File: config.mk
export PLATFORM = sky130hd
export DESIGN_NAME = audio_rx_deser
export DESIGN_NICKNAME = d
export VERILOG_FILES = /design/src/rtl/adrx_pkg.sv /design/src/rtl/adrx_seq.sv /design/src/rtl/adrx_shift.sv /design/src/rtl/adrx_out.sv /design/src/rtl/audio_rx_deser.sv
export SDC_FILE = /design/constraint.sdc
export NUM_CORES = 1
export LEC_CHECK = 0
export ABC_CLOCK_PERIOD_IN_PS = 2590
export CORE_ASPECT_RATIO = 0.6
export CORE_MARGIN = 2
export CORE_UTILIZATION = 59
export CTS_BUF_LIST = sky130_fd_sc_hd__clkbuf_2
export DETAILED_ROUTE_END_ITERATION = 7
export PLACE_DENSITY = 0.86
export SLEW_MARGIN = 25
export SYNTH_ARGS = -nofsm -noshare
export SYNTH_HDL_FRONTEND = slang
export SYNTH_SLANG_ARGS = --single-unit
File: constraint.sdc
create_clock -name clk -period 2.59 [get_ports clk]
set_clock_uncertainty 0.05 [all_clocks]
set_input_delay 0.518 -clock clk [delete_from_list [all_inputs] [get_ports clk]]
set_output_delay 0.518 -clock clk [all_outputs]
set_load 0.01 [all_outputs]
File: src/rtl/adrx_pkg.sv
package adrx_pkg;

  typedef enum logic {
    ADRX_IDLE = 1'b0,
    ADRX_CAPT = 1'b1
  } adrx_state_e;

  // True when the bit index addresses the final bit of a word.
  function automatic logic is_final(input int unsigned idx, input int unsigned width);
    return idx == (width - 1);
  endfunction

endpackage

File: src/rtl/adrx_seq.sv
module adrx_seq
  import adrx_pkg::*;
#(
  parameter int unsigned WORD_W = 16
) (
  input  logic clk,
  input  logic rst_n,
  input  logic bit_en,
  input  logic frame_start,
  output logic shift_en,
  output logic restart,
  output logic last_bit,
  output logic busy
);

  localparam int unsigned CNT_W = (WORD_W > 1) ? $clog2(WORD_W) : 1;

  adrx_state_e      state_q;
  logic [CNT_W-1:0] cnt_q;

  // Sync on a strobe opens a new word; restart wins over a data bit.
  assign restart  = bit_en & frame_start;
  assign shift_en = bit_en & ~frame_start & (state_q == ADRX_CAPT);
  assign last_bit = shift_en & is_final(32'(cnt_q), WORD_W);
  assign busy     = (state_q == ADRX_CAPT);

  always_ff @(posedge clk or negedge rst_n) begin
    if (!rst_n) begin
      state_q <= ADRX_IDLE;
      cnt_q   <= '0;
    end else if (restart) begin
      state_q <= ADRX_CAPT;
      cnt_q   <= '0;
    end else if (shift_en) begin
      if (last_bit) begin
        state_q <= ADRX_IDLE;
        cnt_q   <= '0;
      end else begin
        cnt_q <= cnt_q + CNT_W'(1);
      end
    end
  end

endmodule

File: src/rtl/adrx_shift.sv
module adrx_shift #(
  parameter int unsigned WORD_W = 16
) (
  input  logic              clk,
  input  logic              rst_n,
  input  logic              clear,
  input  logic              shift_en,
  input  logic              ser_in,
  output logic [WORD_W-1:0] next_word
);

  localparam int unsigned HIST_W = WORD_W - 1;

  logic [HIST_W-1:0] hist_q;

  // Older bits sit higher; the incoming bit lands at position 0.
  function automatic logic [WORD_W-1:0] append_bit(input logic [HIST_W-1:0] h,
                                                   input logic b);
    return {h, b};
  endfunction

  assign next_word = append_bit(hist_q, ser_in);

  always_ff @(posedge clk or negedge rst_n) begin
    if (!rst_n) begin
      hist_q <= '0;
    end else if (clear) begin
      hist_q <= '0;
    end else if (shift_en) begin
      hist_q <= next_word[HIST_W-1:0];
    end
  end

endmodule

File: src/rtl/adrx_out.sv
module adrx_out #(
  parameter int unsigned WORD_W = 16
) (
  input  logic              clk,
  input  logic              rst_n,
  input  logic              load,
  input  logic [WORD_W-1:0] next_word,
  output logic [WORD_W-1:0] word_out,
  output logic              word_valid
);

  always_ff @(posedge clk or negedge rst_n) begin
    if (!rst_n) begin
      word_out   <= '0;
      word_valid <= 1'b0;
    end else begin
      word_valid <= load;
      if (load) begin
        word_out <= next_word;
      end
    end
  end

endmodule

File: src/rtl/audio_rx_deser.sv
module audio_rx_deser #(
  parameter int unsigned WORD_W = 16
) (
  input  logic              clk,
  input  logic              rst_n,
  input  logic              bit_en,
  input  logic              frame_start,
  input  logic              ser_in,
  output logic [WORD_W-1:0] word_out,
  output logic              word_valid
);

  // Named internal events, also used by the bound checker.
  logic              shift_en;
  logic              restart;
  logic              last_bit;
  logic              busy;
  logic [WORD_W-1:0] next_word;

  adrx_seq #(.WORD_W(WORD_W)) u_seq (
    .clk         (clk),
    .rst_n       (rst_n),
    .bit_en      (bit_en),
    .frame_start (frame_start),
    .shift_en    (shift_en),
    .restart     (restart),
    .last_bit    (last_bit),
    .busy        (busy)
  );

  adrx_shift #(.WORD_W(WORD_W)) u_shift (
    .clk       (clk),
    .rst_n     (rst_n),
    .clear     (restart),
    .shift_en  (shift_en),
    .ser_in    (ser_in),
    .next_word (next_word)
  );

  adrx_out #(.WORD_W(WORD_W)) u_out (
    .clk        (clk),
    .rst_n      (rst_n),
    .load       (last_bit),
    .next_word  (next_word),
    .word_out   (word_out),
    .word_valid (word_valid)
  );

endmodule

==> results.json, run 1 <==
{
  "port_buffers": 21,
  "r2r_cells": 3,
  "final_nets": 126,
  "cts_setup_buffers": 0,
  "synth_seq_cells": 37,
  "instances_no_fill": 150,
  "cts_hold_buf": 0,
  "grt_pass1_vias": 887,
  "crit_arrival_ns": 2.16,
  "tritoncts": "done",
  "yosysUniqueCellTypes": 21,
  "clock_latency_ns": 0.39,
  "core_mm2": 0.00224,
  "synth_nets": 102,
  "grt_use_met1_pct": 29.9,
  "ant_nets": 0,
  "r2r_slack_ns": 0.92,
  "max_slew_margin_pct": 57.2,
  "finalMaxSlewViolations": 0,
  "setup_tns_ns": 0,
  "ir_worst_vdd_mv": 0.520,
  "p_per_area_mw_per_mm2": 575,
  "top_usage_layer": "met1",
  "numCtsBuffers": 5,
  "h-tree-depth": 2,
  "setup_viol": 0,
  "crit_type": "primary input to register",
  "syn2layout_area_growth_pct": 19.2,
  "critPathMaxFanout": 18,
  "drc": 0,
  "power.leakage_nw": 0.833,
  "crit_required_ns": 2.83,
  "seq_area_frac_synth_pct": 63.4,
  "dr.pass1.iters": 4,
  "grt_pass1_wl_mm": 4.26,
  "hpwl_mm": 1.59,
  "antenna_found_initial": 0,
  "regToRegStartpoint": "u_seq.cnt_q[0]",
  "initial_core_util_pct": 65.1,
  "fp.dieW_um": 68.2,
  "yosysWarnings": 0,
  "grt.overflow.total": 0,
  "hold_viol_final": 0,
  "final_area_mm2": 0.00174,
  "crit_path_start_kind": "primary input",
  "worst_setup_path_end_kind": "register",
  "diodes": 0,
  "avgViaCountPerCell": 5.85,
  "grtUsageMet3_pct": 7.26,
  "max_freq_mhz": 523,
  "drive_above_1_share_pct": 22.5,
  "synth.avg_cell_area_um2": 15.2,
  "root_buffer": "clkbuf_2",
  "min_period_over_period_pct": 73.9,
  "status": "complete, no violations",
  "tightestPinTransition_ns": 0.642,
  "dpl.cell_count": 143,
  "min_period_ns": 1.91,
  "die_area_mm2": 0.00290,
  "wl_mm": 2.49,
  "ctsResizeCount": 0,
  "dpl_cell_area_mm2": 0.00168,
  "synth_cells": 96,
  "wl_per_cell_um": 16.6,
  "r2r_end": "u_out.word_out[13]",
  "ioPinCount": 22,
  "rsz0062_at_grt": "false",
  "cts_buffer_depth": 2,
  "path_clk_slew_ns": 0.18,
  "syn_area_mm2": 0.00146,
  "drt_iter0_drc": 43,
  "gp_congestion": 0.839,
  "gr-usage-met2_pct": 28.7,
  "num_rows": 13,
  "grt_start_max_net_pins": 38,
  "vias": 877,
  "die_h_um": 42.5,
  "fillers": 127,
  "drv_cap": 0,
  "clkSinkCount": 37,
  "hold_class": "primary input to asynchronous set/reset pin",
  "track_usage_pct": 21.3
}
metal layers:
metal / wire [um] / part of all wire, %
met5: 0 / 0
met4: 60 / 2.4
met3: 115 / 4.6
met2: 1090 / 44
met1: 1220 / 49
layout make-up:
cell class / instances / area, um2 / area share, %
Timing Repair Buffer: 23 / 225 / 12.9
Inverter: 1 / 3.75 / 0.216
Tap cell: 30 / 37.5 / 2.16
Clock inverter: 2 / 35.0 / 2.01
Multi-Input combinational cell: 52 / 488 / 28.0
Clock buffer: 5 / 25.0 / 1.44
Sequential cell: 37 / 926 / 53.2
flip-flops by register name, summed over array words and instances, names as in the netlist:
register	cells
u_out.word_out	16
u_shift.hist_q	15
u_seq.cnt_q	4
u_out.word_valid	1
u_seq.busy	1
worst max-delay path, cell delays in order:
cell and delay [ns]:
clkdlybuf4s50_1 0.59, and3b_1 0.22, and4_4 0.43, mux2_2 0.39
power breakdown:
part | total, mW | internal (mW) | switching (mW) | leakage [nW]
logic | 0.0533 | 0.0218 | 0.0315 | 0.286
registers | 0.607 | 0.591 | 0.0154 | 0.508
clock network | 0.340 | 0.157 | 0.183 | 0.0388
cell usage after synthesis (all sizes together):
library cell | n | area [um2]
nand3b | 2 | 15.0
and3b | 1 | 8.76
ha | 1 | 12.5
mux2 | 16 | 210
dfrtp | 37 | 926
a22o | 17 | 149
nor2 | 1 | 3.75
inv | 1 | 3.75
o21ai | 2 | 10.0
nand2 | 3 | 11.3
nand4b | 1 | 8.76
or4 | 1 | 7.51
buf | 3 | 33.8
nand3 | 3 | 15.0
o41ai | 1 | 8.76
clkbuf | 3 | 12.5
nand4 | 2 | 12.5
and4 | 1 | 11.3
stage by stage:
step	hold WS [ns]	utilization, %	setup WS [ns]	power [mW]
after floorplan	0.172	-	0.783	0.640
after global placement	0.439	74.7	0.356	0.664
after detailed placement	0.444	74.7	0.284	0.668
after CTS	0.463	77.4	0.672	1.01
after global routing	0.477	77.5	0.602	1.04
final	0.458	77.5	0.677	1.00
worst max-delay path by stage:
stage	from	to	slack [ns]
6_report	bit_en	u_out.word_out[13]	0.68
2_1_floorplan	frame_start	u_out.word_out[2]	0.78
4_1_cts	u_out.word_out[8]	word_out[8]	0.67
5_1_grt	u_out.word_out[8]	word_out[8]	0.60
3_3_place_gp	frame_start	u_out.word_out[12]	0.36
3_5_place_dp	bit_en	u_out.word_out[13]	0.28
cell families after synthesis:
logic type	after synthesis	synth area share (%)
compound gates	20	11.5
buf+inv	7	3.43
flops	37	63.4
simple gates	15	6.43
mux	16	14.4
fa+ha+maj	1	0.857
layout by cell type (no fill, tap or decap), drive strengths merged:
cell           netlist  routed
mux2                16      16
nor2                 1       1
nand3b               2       2
and4                 1       1
o41ai                1       1
clkinv               0       1
nand4b               1       1
clkbuf               3       5
nand3                3       3
or4                  1       1
inv                  1       1
a22o                17      17
dfrtp               37      37
buf                  3       2
ha                   1       1
and3b                1       1
o21ai                2       2
nand4                2       2
clkdlybuf4s50        0      21
bufinv               0       1
nand2                3       3
(Power assumes the default switching activity.)
==> run 2, diff against run 1 <==
- ABC_CLOCK_PERIOD_IN_PS: 2590 -> 1900
- CORE_UTILIZATION: 59 -> 55
- PLACE_DENSITY: 0.86 -> 0.81
- clock period: 2.59 -> 1.9 ns (I/O delays scaled with it)
==> results.json, run 2 (synthesis results as in run 1) <==
{
  "gr-usage-met2_pct": 31.3,
  "grt.overflow.total": 0,
  "tritoncts": "done",
  "die_area_mm2": 0.00310,
  "power.total_mw": 1.41,
  "multi_input_area_um2": 484,
  "fillers": 166,
  "max_stage_delay_ns": 0.54,
  "grt_pass1_wl_mm": 4.53,
  "ioPinCount": 22,
  "setup_viol": 0,
  "ant_nets": 0,
  "min_period_ns": 1.78,
  "p_per_area_mw_per_mm2": 789,
  "final_util_pct": 71.1,
  "pre_cts_ws_ns": -0.144,
  "crit_arrival_ns": 1.35,
  "grtUsageMet3_pct": 7.91,
  "final_common_cell": "dfrtp_1",
  "hold_class": "primary input to asynchronous set/reset pin",
  "track_usage_pct": 20.2,
  "final_cell_mix": "37 x dfrtp_1, 21 x clkdlybuf4s50_1, 17 x a22o_1",
  "path_clk_slew_ns": 0.22,
  "drive_above_1_share_pct": 24.8,
  "drt_iter0_drc": 69,
  "worstPathCellList": "clkdlybuf4s50_1",
  "max_freq_mhz": 563,
  "core_mm2": 0.00250,
  "wl_mm": 2.60,
  "cts_setup_buffers": 0,
  "root_buffer": "clkbuf_2",
  "min_period_over_period_pct": 93.4,
  "drc": 0,
  "grt_start_max_net_pins": 38,
  "worst_setup_path_end_kind": "primary output",
  "status": "complete, no violations",
  "diodes": 0,
  "regArea_um2": 926,
  "clock_latency_ns": 0.40,
  "cp_num_buf_inv": 1,
  "num_rows": 14,
  "dr.pass1.iters": 4,
  "gp_congestion": 0.848,
  "cts_hold_buf": 0,
  "port_buffers": 21,
  "power.leakage_nw": 0.851,
  "ctsResizeCount": 0,
  "fp.dieW_um": 70.5,
  "top_usage_layer": "met2",
  "grt_pass1_vias": 903,
  "biggestRegsByFlops": "u_out.word_out x16, u_shift.hist_q x15, u_seq.cnt_q x4",
  "critPathMaxFanout": 2,
  "grt_use_met1_pct": 26.9,
  "hpwl_mm": 1.80,
  "finalMaxSlewViolations": 0,
  "tightestPinTransition_ns": 0.448,
  "ir_worst_vdd_mv": 0.534,
  "top_register": "u_out.word_out",
  "wl_per_cell_um": 16.6,
  "critPathTopFamily": "buffers and inverters",
  "rsz0062_at_grt": "false",
  "max_slew_margin_pct": 70.2,
  "h-tree-depth": 2,
  "vias": 876,
  "avgViaCountPerCell": 5.58,
  "drv_cap": 0,
  "numCtsBuffers": 5,
  "cts_buffer_depth": 2,
  "hold_viol_final": 0,
  "antenna_found_initial": 0,
  "clkSinkCount": 37,
  "timing.final.ws_setup_ns": 0.125,
  "crit_path_start_kind": "register",
  "initial_core_util_pct": 58.3,
  "cp_slowest_cell": "clkdlybuf4s50_1",
  "crit_required_ns": 1.47,
  "largest_register_ffs": 16,
  "syn2layout_area_growth_pct": 21.9,
  "final_nets": 130,
  "crit_type": "register to primary output",
  "die_h_um": 43.9
}
## run 2: final cells by class
cell class	instances	area share, %
Sequential cell	37	52.0
Multi-Input combinational cell	52	27.2
Timing Repair Buffer	27	14.3
Clock inverter	3	2.60
Tap cell	32	2.25
Clock buffer	5	1.41
Inverter	1	0.211
## run 2: where the power goes
part | internal, mW | leakage [nW] | switching, mW
clock network | 0.224 | 0.0392 | 0.276
logic | 0.0345 | 0.304 | 0.0444
registers | 0.807 | 0.508 | 0.0196
## run 2: layer usage
| layer | vias up | part of all wire [%] | wire length [um] |
|---|---|---|---|
| li1 | 413 | - | - |
| met1 | 442 | 48 | 1250 |
| met2 | 19 | 48 | 1240 |
| met3 | 2 | 3.8 | 98 |
| met4 | 0 | 0.54 | 14 |
| met5 | - | 0 | 0 |
## run 2: through the flow
step           instances  cell area, um2  hold WS [ns]  TNS, ns
2_1_floorplan         96            1460        0.0344        0
3_3_place_gp         149            1710         0.439    -1.07
3_5_place_dp         149            1710         0.445    -1.80
4_1_cts              157            1780         0.318        0
5_1_grt              157            1780         0.321        0
6_report             157            1780         0.309        0
## run 2: final timing paths
kind / startpoint / to / slack (ns) / cells past startpoint
setup reg to reg: u_seq.busy / u_out.word_out[14] / 0.23 / 3
max in group asynchronous: rst_n / u_shift.hist_q[14] / 1.16 / 2
min in group clk: u_out.word_out[9] / u_out.word_out[9] / 0.49 / 1
setup / recovery: u_out.word_out[1] / word_out[1] / 0.12 / 1
hold reg to reg: u_out.word_out[9] / u_out.word_out[9] / 0.49 / 1
hold / removal: rst_n / u_shift.hist_q[10] / 0.31 / 2
## run 2: worst register-to-register path, stage by stage (launching register included)
cell,delay (ns)
dfrtp_1,0.49
and3b_1,0.22
and4_4,0.43
mux2_2,0.39
==> run 3, diff against run 2 <==
- CTS_CLUSTER_DIAMETER: not set -> 150
==> results of run 3 <==
Same layout as run 2: the final DEF is identical, and so are final timing and power.
